File: config.mk
export PLATFORM = sky130hd
export DESIGN_NAME = i2creq_engine
export DESIGN_NICKNAME = d
export VERILOG_FILES = /design/src/rtl/i2creq_pkg.sv /design/src/rtl/i2creq_regs.sv /design/src/rtl/i2creq_seq.sv /design/src/rtl/i2creq_engine.sv
export SDC_FILE = /design/constraint.sdc
export NUM_CORES = 1
export LEC_CHECK = 0
export ABC_AREA = 1
export BUFFER_PORTS_ARGS = -buffer_cell sky130_fd_sc_hd__buf_2
export CORE_MARGIN = 1
export CORE_UTILIZATION = 30
export CTS_CLUSTER_DIAMETER = 50
export DETAILED_ROUTE_END_ITERATION = 16
export SYNTH_ARGS = -nofsm -noshare
export SYNTH_HDL_FRONTEND = slang
export SYNTH_SLANG_ARGS = --single-unit
File: constraint.sdc
create_clock -name clk -period 6.7 [get_ports clk]
set_input_delay 2.01 -clock clk [delete_from_list [all_inputs] [get_ports clk]]
set_output_delay 2.01 -clock clk [all_outputs]
set_load 0.01 [all_outputs]
File: src/rtl/i2creq_pkg.sv
package i2creq_pkg;

   typedef enum logic [2:0] {
      LK_START  = 3'd0,
      LK_RSTART = 3'd1,
      LK_WRITE  = 3'd2,
      LK_READ   = 3'd3,
      LK_STOP   = 3'd4
   } link_op_e;

   localparam int RA_CMD   = 'h00;
   localparam int RA_TADDR = 'h01;
   localparam int RA_LEN   = 'h02;
   localparam int RA_CTRL  = 'h03;
   localparam int RA_STAT  = 'h04;
   localparam int RA_WBASE = 'h10;
   localparam int RA_RBASE = 'h20;

endpackage

File: src/rtl/i2creq_regs.sv
module i2creq_regs
   import i2creq_pkg::*;
#(
   parameter int NBYTES = 16,
   parameter int AW     = 6
) (
   input  logic                   clk,
   input  logic                   rst_n,
   input  logic                   reg_we,
   input  logic [AW-1:0]          reg_addr,
   input  logic [7:0]             reg_wdata,
   output logic [7:0]             reg_rdata,
   output logic                   send,
   output logic [3:0]             cmd,
   output logic [6:0]             taddr,
   output logic [$clog2(NBYTES+1)-1:0] len,
   output logic [NBYTES-1:0][7:0] wbuf,
   input  logic                   done,
   input  logic                   fail_set,
   input  logic                   short_set,
   input  logic [$clog2(NBYTES+1)-1:0] short_len,
   input  logic                   rd_we,
   input  logic [$clog2(NBYTES)-1:0] rd_idx,
   input  logic [7:0]             rd_byte,
   output logic                   irq
);
   localparam int LW = $clog2(NBYTES+1);
   localparam int IW = $clog2(NBYTES);

   logic       sie_q, gie_q, int_q, fail_q, short_q;
   logic [7:0] rbuf [NBYTES];
   logic       w_win, r_win, hit_cmd, hit_taddr, hit_len, hit_ctrl, hit_stat;
   logic [LW-1:0] len_in;

   assign hit_cmd   = reg_addr == AW'(RA_CMD);
   assign hit_taddr = reg_addr == AW'(RA_TADDR);
   assign hit_len   = reg_addr == AW'(RA_LEN);
   assign hit_ctrl  = reg_addr == AW'(RA_CTRL);
   assign hit_stat  = reg_addr == AW'(RA_STAT);
   assign w_win     = reg_addr[AW-1:IW] == (AW-IW)'(RA_WBASE >> IW);
   assign r_win     = reg_addr[AW-1:IW] == (AW-IW)'(RA_RBASE >> IW);
   assign len_in    = (reg_wdata > 8'(NBYTES)) ? LW'(NBYTES) : reg_wdata[LW-1:0];

   // configuration registers, locked while a request is in flight
   always_ff @(posedge clk or negedge rst_n) begin
      if (!rst_n) begin
         cmd   <= '0;
         taddr <= '0;
         len   <= '0;
      end else begin
         if (reg_we && !send) begin
            if (hit_cmd)   cmd   <= reg_wdata[3:0];
            if (hit_taddr) taddr <= reg_wdata[6:0];
            if (hit_len)   len   <= len_in;
         end
         if (done && short_set) len <= short_len;
      end
   end

   // control and sticky status; a set from the engine wins over a host clear
   always_ff @(posedge clk or negedge rst_n) begin
      if (!rst_n) begin
         send    <= 1'b0;
         sie_q   <= 1'b0;
         gie_q   <= 1'b0;
         int_q   <= 1'b0;
         fail_q  <= 1'b0;
         short_q <= 1'b0;
      end else begin
         if (reg_we && hit_ctrl) begin
            sie_q <= reg_wdata[1];
            gie_q <= reg_wdata[2];
            if (reg_wdata[0]) send <= 1'b1;
         end
         if (reg_we && hit_stat) begin
            if (reg_wdata[0]) int_q   <= 1'b0;
            if (reg_wdata[1]) fail_q  <= 1'b0;
            if (reg_wdata[2]) short_q <= 1'b0;
         end
         if (done) begin
            send  <= 1'b0;
            int_q <= 1'b1;
            if (fail_set)  fail_q  <= 1'b1;
            if (short_set) short_q <= 1'b1;
         end
      end
   end

   // byte buffers
   always_ff @(posedge clk or negedge rst_n) begin
      if (!rst_n) begin
         for (int b = 0; b < NBYTES; b++) begin
            wbuf[b] <= '0;
            rbuf[b] <= '0;
         end
      end else begin
         for (int b = 0; b < NBYTES; b++) begin
            if (reg_we && !send && w_win && reg_addr[IW-1:0] == IW'(b)) wbuf[b] <= reg_wdata;
            if (rd_we && rd_idx == IW'(b)) rbuf[b] <= rd_byte;
         end
      end
   end

   always_comb begin
      reg_rdata = '0;
      if (hit_cmd)        reg_rdata = {4'b0, cmd};
      else if (hit_taddr) reg_rdata = {1'b0, taddr};
      else if (hit_len)   reg_rdata = 8'(len);
      else if (hit_ctrl)  reg_rdata = {5'b0, gie_q, sie_q, send};
      else if (hit_stat)  reg_rdata = {5'b0, short_q, fail_q, int_q};
      else if (w_win)     reg_rdata = wbuf[reg_addr[IW-1:0]];
      else if (r_win)     reg_rdata = rbuf[reg_addr[IW-1:0]];
   end

   assign irq = int_q & sie_q & gie_q;

   // completion flag is present whenever send drops
   a_r9_int_on_clear: assert property (@(posedge clk) disable iff (!rst_n)
      $fell(send) |-> int_q);

   // locked configuration while busy
   a_r11_cmd_locked: assert property (@(posedge clk) disable iff (!rst_n)
      (send && reg_we && (hit_cmd || hit_taddr)) |=> ($stable(cmd) && $stable(taddr)));

endmodule

File: src/rtl/i2creq_seq.sv
module i2creq_seq
   import i2creq_pkg::*;
#(
   parameter int NBYTES = 16
) (
   input  logic                   clk,
   input  logic                   rst_n,
   input  logic                   send,
   input  logic [3:0]             cmd,
   input  logic [6:0]             taddr,
   input  logic [$clog2(NBYTES+1)-1:0] len,
   input  logic [NBYTES-1:0][7:0] wbuf,
   output logic                   done,
   output logic                   fail_set,
   output logic                   short_set,
   output logic [$clog2(NBYTES+1)-1:0] short_len,
   output logic                   rd_we,
   output logic [$clog2(NBYTES)-1:0] rd_idx,
   output logic [7:0]             rd_byte,
   output logic                   lnk_req,
   output logic [2:0]             lnk_op,
   output logic [7:0]             lnk_wbyte,
   output logic                   lnk_mack,
   input  logic                   lnk_done,
   input  logic                   lnk_nack,
   input  logic [7:0]             lnk_rbyte
);
   localparam int LW = $clog2(NBYTES+1);
   localparam int IW = $clog2(NBYTES);

   typedef enum logic [2:0] {S_IDLE, S_COND, S_ADDR, S_DATA, S_STOP, S_DONE} st_e;

   st_e       state;
   logic [LW-1:0] idx;
   logic      open_q, open_rd;
   logic [6:0] open_addr;
   logic      fail_r, short_r;
   logic      bad, rdir, closing, fresh, last;
   link_op_e  op;

   assign bad     = cmd[3] | cmd[1];
   assign rdir    = cmd[0];
   assign closing = ~cmd[2];
   assign fresh   = !open_q || (open_addr != taddr) || (open_rd != rdir);
   assign last    = (idx + LW'(1)) == len;

   always_comb begin
      op        = LK_STOP;
      lnk_wbyte = '0;
      lnk_mack  = 1'b0;
      case (state)
         S_COND: op = fresh ? LK_START : LK_RSTART;
         S_ADDR: begin
            op        = LK_WRITE;
            lnk_wbyte = {taddr, rdir};
         end
         S_DATA: begin
            op        = rdir ? LK_READ : LK_WRITE;
            lnk_wbyte = wbuf[idx[IW-1:0]];
            lnk_mack  = rdir && !(last && closing);
         end
         default: op = LK_STOP;
      endcase
   end

   assign lnk_op    = op;
   assign lnk_req   = (state == S_COND) || (state == S_ADDR) || (state == S_DATA) || (state == S_STOP);
   assign done      = state == S_DONE;
   assign fail_set  = fail_r;
   assign short_set = short_r;
   assign short_len = idx;
   assign rd_we     = (state == S_DATA) && rdir && lnk_done;
   assign rd_idx    = idx[IW-1:0];
   assign rd_byte   = lnk_rbyte;

   always_ff @(posedge clk or negedge rst_n) begin
      if (!rst_n) begin
         state     <= S_IDLE;
         idx       <= '0;
         open_q    <= 1'b0;
         open_rd   <= 1'b0;
         open_addr <= '0;
         fail_r    <= 1'b0;
         short_r   <= 1'b0;
      end else begin
         case (state)
            S_IDLE: if (send) begin
               fail_r  <= bad;
               short_r <= 1'b0;
               idx     <= '0;
               state   <= bad ? S_DONE : S_COND;
            end
            S_COND: if (lnk_done) state <= S_ADDR;
            S_ADDR: if (lnk_done) begin
               if (lnk_nack) begin
                  fail_r <= 1'b1;
                  state  <= S_STOP;
               end else if (len == '0) begin
                  if (closing) state <= S_STOP;
                  else begin
                     open_q    <= 1'b1;
                     open_addr <= taddr;
                     open_rd   <= rdir;
                     state     <= S_DONE;
                  end
               end else state <= S_DATA;
            end
            S_DATA: if (lnk_done) begin
               if (!rdir && lnk_nack) begin
                  short_r <= 1'b1;
                  state   <= S_STOP;
               end else begin
                  idx <= idx + LW'(1);
                  if (last) begin
                     if (closing) state <= S_STOP;
                     else begin
                        open_q    <= 1'b1;
                        open_addr <= taddr;
                        open_rd   <= rdir;
                        state     <= S_DONE;
                     end
                  end
               end
            end
            S_STOP: if (lnk_done) begin
               open_q <= 1'b0;
               state  <= S_DONE;
            end
            default: state <= S_IDLE;
         endcase
      end
   end

   // request fields hold until the link answers
   a_r12_hold: assert property (@(posedge clk) disable iff (!rst_n)
      (lnk_req && !lnk_done) |=> (lnk_req && $stable(lnk_op) && $stable(lnk_wbyte)));

   // refused address goes straight to a stop
   a_r7_addr_nack_stop: assert property (@(posedge clk) disable iff (!rst_n)
      (state == S_ADDR && lnk_done && lnk_nack) |=> (lnk_req && lnk_op == 3'(LK_STOP)));

   // refused data byte goes straight to a stop
   a_r8_data_nack_stop: assert property (@(posedge clk) disable iff (!rst_n)
      (state == S_DATA && !rdir && lnk_done && lnk_nack) |=> (lnk_req && lnk_op == 3'(LK_STOP)));

   // unsupported command never touches the link
   a_r2_bad_no_bus: assert property (@(posedge clk) disable iff (!rst_n)
      (state == S_IDLE && send && bad) |=> !lnk_req);

endmodule

File: src/rtl/i2creq_engine.sv
module i2creq_engine
   import i2creq_pkg::*;
#(
   parameter int NBYTES = 16,
   parameter int AW     = 6
) (
   input  logic          clk,
   input  logic          rst_n,
   input  logic          reg_we,
   input  logic [AW-1:0] reg_addr,
   input  logic [7:0]    reg_wdata,
   output logic [7:0]    reg_rdata,
   output logic          irq,
   output logic          lnk_req,
   output logic [2:0]    lnk_op,
   output logic [7:0]    lnk_wbyte,
   output logic          lnk_mack,
   input  logic          lnk_done,
   input  logic          lnk_nack,
   input  logic [7:0]    lnk_rbyte
);
   localparam int LW = $clog2(NBYTES+1);
   localparam int IW = $clog2(NBYTES);

   generate
      if (NBYTES < 2 || NBYTES > 16 || (NBYTES & (NBYTES - 1)) != 0) begin : g_bad_nbytes
         $error("NBYTES must be a power of two between 2 and 16");
      end
      if (AW < 6) begin : g_bad_aw
         $error("AW must be at least 6 to reach the received-byte window");
      end
   endgenerate

   logic                   send, done, fail_set, short_set, rd_we;
   logic [3:0]             cmd;
   logic [6:0]             taddr;
   logic [LW-1:0]          len, short_len;
   logic [NBYTES-1:0][7:0] wbuf;
   logic [IW-1:0]          rd_idx;
   logic [7:0]             rd_byte;

   i2creq_regs #(.NBYTES(NBYTES), .AW(AW)) u_regs (
      .clk, .rst_n, .reg_we, .reg_addr, .reg_wdata, .reg_rdata,
      .send, .cmd, .taddr, .len, .wbuf,
      .done, .fail_set, .short_set, .short_len,
      .rd_we, .rd_idx, .rd_byte, .irq
   );

   i2creq_seq #(.NBYTES(NBYTES)) u_seq (
      .clk, .rst_n, .send, .cmd, .taddr, .len, .wbuf,
      .done, .fail_set, .short_set, .short_len,
      .rd_we, .rd_idx, .rd_byte,
      .lnk_req, .lnk_op, .lnk_wbyte, .lnk_mack,
      .lnk_done, .lnk_nack, .lnk_rbyte
   );

endmodule

* Yosys cells after proc, flatten, opt, wreduce, memory -nomap -nowiden
Index checks and enable logic that the tools add are counted.
W data, S select, Z words.
** Operators by class
- Mux-type cells :: 86
- Reduce and logical (&&, ||, !) cells :: 76
- Add/subtract/negate cells :: 1
- Bitwise logic cells :: 5
- $lt $le $gt $ge :: 4
- Eq/ne operators :: 56
** Operators by type and width (count)
- $bmux W8 S4 :: 3
- $mux W8 :: 11
- $eq A4 B4 Y1 const B :: 16
- $mux W7 :: 7
- $logic_and A1 B1 Y1 :: 42
- $mux W1 :: 39
- $mux W5 :: 7
- $eq A4 B3 Y1 const B :: 8
- $mux W3 :: 10
- $ne A2 B2 Y1 const B :: 10
- $eq A4 B2 Y1 const B :: 4
- $pmux W8 S2 :: 1
- $reduce_bool A2 Y1 :: 8
- $pmux W3 S5 :: 1
- $pmux W7 S2 :: 1
- $eq A6 B2 Y1 const B :: 2
- $reduce_and A4 Y1 :: 3
- $lt A4 B5 Y1 const B :: 2
- $pmux W5 S2 :: 1
- $reduce_and A2 Y1 :: 5
- $pmux W3 S3 :: 1
- $eq A4 B1 Y1 const B :: 2
- $gt A8 B5 Y1 const B :: 1
- $logic_not A4 Y1 :: 2
- other kinds (29) :: 41
** Word-level totals
- Bits of input ports :: 27
- Logic and storage cells :: 276
- Register bits after elaboration :: 297

* Logic depth before layout (Yosys ltp)
- Depth after elaboration :: 11
- Depth in mapped cells :: 14
- Gate-level depth less buffers :: 11

* Cells and area by module
A second synthesis with hierarchy kept.
** Unflattened totals
- Cells, all modules :: 2007
- Area total of the unflattened synthesis :: 15178.3 µm²
** Modules (own cells, without submodules)
- i2creq_regs :: area each 12503.2 µm², cells each 1529, instances 1, seq. area each 6956.7 µm²
- i2creq_seq :: area each 2675.1 µm², cells each 478, instances 1, seq. area each 475.5 µm²

* Worst setup path after synthesis
OpenSTA, ideal clock, no wires.
- Path type :: input to output
- From :: input port reg_addr[0]
- To :: output port reg_rdata[6]
- Arrival time :: 3212 ps
- Path slack :: 1478 ps
- Stages :: 9
- Cell sequence :: buf_4 > nand2_4 > inv_2 > buf_2 > a22oi_1 > a21oi_1 > or2_1 > o21ai_0 > nand3_1
** On the way
- Cells in the longest elaborated chain, start to end :: 11
- Elaborated cells on any way between the ends :: 18
- Those cells by class :: eq/ne (4); mux (12); bitwise (1); reduce/logical (1)
** Ends and longest elaborated chain
- start: declaration :: RTL line i2creq_engine.sv:10 : input logic [AW-1:0] reg_addr,
- $not A4 Y5 (implied by the code) :: RTL line i2creq_regs.sv:112 : else if (r_win) reg_rdata = rbuf[reg_addr[IW-1:0]];
- $bmux W8 S4 :: RTL line i2creq_regs.sv:112
- $mux W8 (implied by the code) (2 in series) :: RTL line i2creq_regs.sv:112
- $mux W8 :: RTL line i2creq_regs.sv:112
- $mux W8 :: RTL line i2creq_regs.sv:111 : else if (w_win) reg_rdata = wbuf[reg_addr[IW-1:0]];
- $mux W8 :: RTL line i2creq_regs.sv:110 : else if (hit_stat) reg_rdata = {5'b0, short_q, fail_q, int_q};
- $mux W8 :: RTL line i2creq_regs.sv:109 : else if (hit_ctrl) reg_rdata = {5'b0, gie_q, sie_q, send};
- $mux W8 :: RTL line i2creq_regs.sv:108 : else if (hit_len) reg_rdata = 8'(len);
- $mux W8 :: RTL line i2creq_regs.sv:107 : else if (hit_taddr) reg_rdata = {1'b0, taddr};
- $mux W8 * :: RTL line i2creq_regs.sv:106 : if (hit_cmd) reg_rdata = {4'b0, cmd};
- end: declaration :: RTL line i2creq_engine.sv:12 : output logic [7:0] reg_rdata,
Every way passes the cells marked *; elsewhere a longest branch is shown, timed or not. The select of a mux whose other input is x is not followed.

* Worst setup path after layout
- From :: input port reg_addr[1]
- To :: output port reg_rdata[0]
The elaborated chain is that of the path after synthesis.

==> run_results.csv <==
group,metric,value,unit
finish,n_antenna_cell,0,
detailed_routing,route.vias.total,13500,
finish,layout_commonest_cell,"sky130_fd_sc_hd__nand2_1",
global_route,grt.overflow.total,0,
worst_setup_path,timing.critical_path.max_delay_family,"simple AND/OR/NAND/NOR gates",
synthesis,synth_warnings,0,
cts,clock_latency_on_the_worst_skew_pair,540,ps
timing,finalCritPeriodShare,97.0,%
global_route,grt_start_max_net_pins,123,
worst_setup_path,crit_arrival,4490,ps
synthesis,postSynthRegisterBits,297,
timing,fin_crit,6500,ps
timing,timing.final.setup_violations,0,
pwr,power_frac_comb,19.6,%
cts,clkSlewWorstSetupHoldPaths,50,ps
hold_path,hold_class,"reg2reg",
timing,hold_viol_final,0,
place,dp.cells,2530,
synthesis,synth_cell_types,46,
cts,tritoncts.num_buffers,36,
global_route,antenna_found_initial,0,
synthesis,yosys_most_used_dff,"sky130_fd_sc_hd__dfrtp_1",
cts,post_cts_resize_count,0,
timing,final_critical_path_setup_slack,202,ps
cts,cts-root-buf,"sky130_fd_sc_hd__clkbuf_16",
worst_setup_path,critPathKind,"in2out",
detailed_routing,detail-route-antenna-nets,0,
worst_setup_path,cp_slowest_stage_delay,960,ps
pwr,switching_share_of_power,31.9,%
timing,rsz0062_at_grt,"false",
worst_setup_path,critical_path_rt,4690,ps
floorplan,coreArea,0.0501,mm2
detailed_routing,drt_wl_total,49200,um
place,gp_congestion,0.911,
finish,final_layout_size_suffix_gt1_share,11.5,%
floorplan,die_x,227,um
pwr,power_frac_seq,41.9,%
floorplan,floorplan.initialDensity,30.4,%
detailed_routing,wl_per_cell,19.0,um
outcome,run_status,"finished, final reports clean",
synthesis,synth-edff-count,0,
worst_setup_path,critical-path-slowest-cell,"sky130_fd_sc_hd__nor2_2",
worst_setup_path,end_kind,"primary output",
pwr,intPower,3520,uW
pwr,p_leak,0.00799,uW
pwr,cellPowerDensity,302,mW/mm2
timing,max_slew.worst_pin.slew,1300,ps
place,dp_worst_setup_slack,323,ps
worst_setup_path,cp_max_fo,20,
pwr,switching_power,1650,uW
synthesis,synthesis.area_per_instance,8.01,um2
cts,cts_setup_buffers,0,
finish,postLayoutCoreUtil,34.1,%
global_route,global_route.usage.total,19.3,%
floorplan,rows,82,
place,post-dp-hpwl,32800,um
pwr,clockPowerShare,38.5,%
detailed_routing,drt_drc_violations_left,0,
floorplan,die_area,0.0516,mm2
synthesis,post_synth_inst_count,1897,
floorplan,boundaryPins,49,
timing,final.setup_skew,15.3,ps
timing,setup-tns-final,0,ps
finish,final_cells,2591,
global_route,wire_length_of_the_first_global_routing_pass,76700,um
synthesis,synthesis.area,0.0152,mm2
cts,post_cts_hold_buffer_count,0,
timing,fmax,154,MHz
pwr,totalPowerFinal,5170,uW
worst_setup_path,crit_top_cell,"sky130_fd_sc_hd__nand2_1",
synthesis,asyncSetResetFlopFracSynth,100,%
place,place.port_buffers,48,
detailed_routing,routed_via_density,5.22,
cts,cts-htree-levels,2,
worst_setup_path,cp_num_buf_inv,4,
synthesis,ys_seq_area_share,48.9,%
finish,syn_to_final_growth,12.5,%
worst_setup_path,startpoint_type,"input port",
detailed_routing,detail_route.first_pass.iterations,6,
cts,ctsLongestPathBuffers,3,
floorplan,die_y,227,um
cts,number_of_clock_sinks,297,
pwr,vdd.ir_drop.worst,143,uV
job,max_cap_violations,0,
finish,most_frequent_cells_in_the_layout,"629 x sky130_fd_sc_hd__nand2_1, 296 x sky130_fd_sc_hd__dfrtp_1, 273 x sky130_fd_sc_hd__o21ai_0",
global_route,via_count_of_the_first_global_routing_pass,13200,
timing,maxSlewViolCount,0,
synthesis,synthesized_net_count,1928,
cts,cts_tree,"built",
finish,net_count_of_the_finished_layout,1927,
timing,timing.slew.headroom,13.0,%
worst_setup_path,worstPathCellList,"buf_2, inv_2, nor2_2, buf_12, nand2_1, nand3_1, nand2_1, nand2_1, o21ai_0, nand4_1, nand2_1, nand3_1, buf_2",
detailed_routing,drt_iter0_markers,1647,
## state kept, by name, summed over array words and instances (netlist names), 3 cells and up
| signal | cells |
|---|---|
| u_regs.rbuf | 128 |
| u_seq.open_addr | 7 |
| u_regs.len | 5 |
| u_seq.short_len | 5 |
| u_regs.wbuf | 128 |
| u_seq.state | 3 |
| u_regs.cmd | 4 |
| u_regs.taddr | 7 |
## routing by layer
metal  up-vias  part of all wire [%]  global-route usage, %
met5         -                     0                      0
li1       6345                     -                      -
met3       104                   7.5                   3.52
met4         0                   2.6                   6.24
met1      6501                    44                   25.9
met2       580                    46                   31.1
## layout make-up
type                            count  area, um2
Clock buffer                       46        990
Clock inverter                     15        201
Fill cell                        5305      33000
Inverter                           89        337
Multi-Input combinational cell   1399       6830
Sequential cell                   297       7430
Tap cell                          672        841
Timing Repair Buffer               73        463
## tightest hold or removal path, stage by stage (launching register included)
cell and delay (ps):
sky130_fd_sc_hd__dfrtp_1 340, sky130_fd_sc_hd__nand2_1 60, sky130_fd_sc_hd__o21ai_2 50
## stage by stage
stage	hold slack (ps)	instance area, um2
4_1_cts	484	17100
6_report	482	17100
5_1_grt	498	17100
2_1_floorplan	453	15200
3_5_place_dp	469	15900
3_3_place_gp	465	15900
## cell usage after synthesis (2+ instances only)
cell                       instances  area share (%)
sky130_fd_sc_hd__nand4_1          11            0.45
sky130_fd_sc_hd__nor2_4            5            0.37
sky130_fd_sc_hd__o22ai_1          57             2.3
sky130_fd_sc_hd__buf_1             8            0.20
sky130_fd_sc_hd__nand2_2           8            0.33
sky130_fd_sc_hd__nor2_8            4            0.53
sky130_fd_sc_hd__o221ai_1          5            0.29
sky130_fd_sc_hd__clkinv_1          4           0.099
sky130_fd_sc_hd__o21ai_1         101             3.3
sky130_fd_sc_hd__buf_4             4            0.20
sky130_fd_sc_hd__nor2_1           90             2.2
sky130_fd_sc_hd__nand2_4          16             1.2
sky130_fd_sc_hd__nor3_1            2           0.066
sky130_fd_sc_hd__a22oi_1          49             2.4
sky130_fd_sc_hd__inv_2            11            0.27
sky130_fd_sc_hd__o21ai_0         273             9.0
sky130_fd_sc_hd__nor2_2            5            0.21
sky130_fd_sc_hd__nand3_1          28            0.92
sky130_fd_sc_hd__a22o_1            9            0.52
sky130_fd_sc_hd__xor2_1            4            0.23
sky130_fd_sc_hd__o21ai_2          36             2.1
sky130_fd_sc_hd__nor4_1            2           0.082
sky130_fd_sc_hd__inv_1            73             1.8
sky130_fd_sc_hd__xnor2_1           3            0.17
sky130_fd_sc_hd__and3_1            2           0.082
sky130_fd_sc_hd__buf_2            31             1.0
sky130_fd_sc_hd__buf_6            17             1.3
sky130_fd_sc_hd__clkbuf_1         52             1.3
sky130_fd_sc_hd__ha_1              4            0.33
sky130_fd_sc_hd__nand2_1         629              16
sky130_fd_sc_hd__or2_2             2           0.082
sky130_fd_sc_hd__a21oi_1          39             1.3
sky130_fd_sc_hd__or2_1             4            0.16
sky130_fd_sc_hd__dfrtp_1         297              49
## power groups by stage
stage          sequential [uW]  combinational, uW  clock, uW
6_report                  2160               1010       1990
5_1_grt                   2180               1140       2100
4_1_cts                   2160               1010       2020
3_5_place_dp              2190               1000          0
3_3_place_gp              2180                980          0
2_1_floorplan             2130                704          0
## final timing paths
| path | startpoint | to | slack [ps] | cells past startpoint |
|---|---|---|---|---|
| setup / recovery | reg_addr[1] | reg_rdata[0] | 200 | 13 |
| hold / removal | u_regs.rbuf[76] | u_regs.rbuf[76] | 480 | 2 |
| setup reg to reg | u_seq.short_len[1] | u_seq.open_addr[3] | 3720 | 11 |
| hold reg to reg | u_regs.rbuf[76] | u_regs.rbuf[76] | 480 | 2 |
| max in group asynchronous | rst_n | u_regs.wbuf[121] | 3780 | 2 |
| min in group asynchronous | rst_n | u_regs.rbuf[45] | 1560 | 1 |
## logic make-up (layout without fill, tap and decap cells)
logic type	after synthesis	count (layout)	synth area share, %
and+or+nand+nor	811	811	22.5
AOI/OAI and AO/OA	576	576	21.6
DFF	297	297	48.9
xor gates and xnor gates	8	8	0.510
buffers and inverters	201	223	6.17
adders and majority gates	4	4	0.329
(Power assumes the default switching activity.)
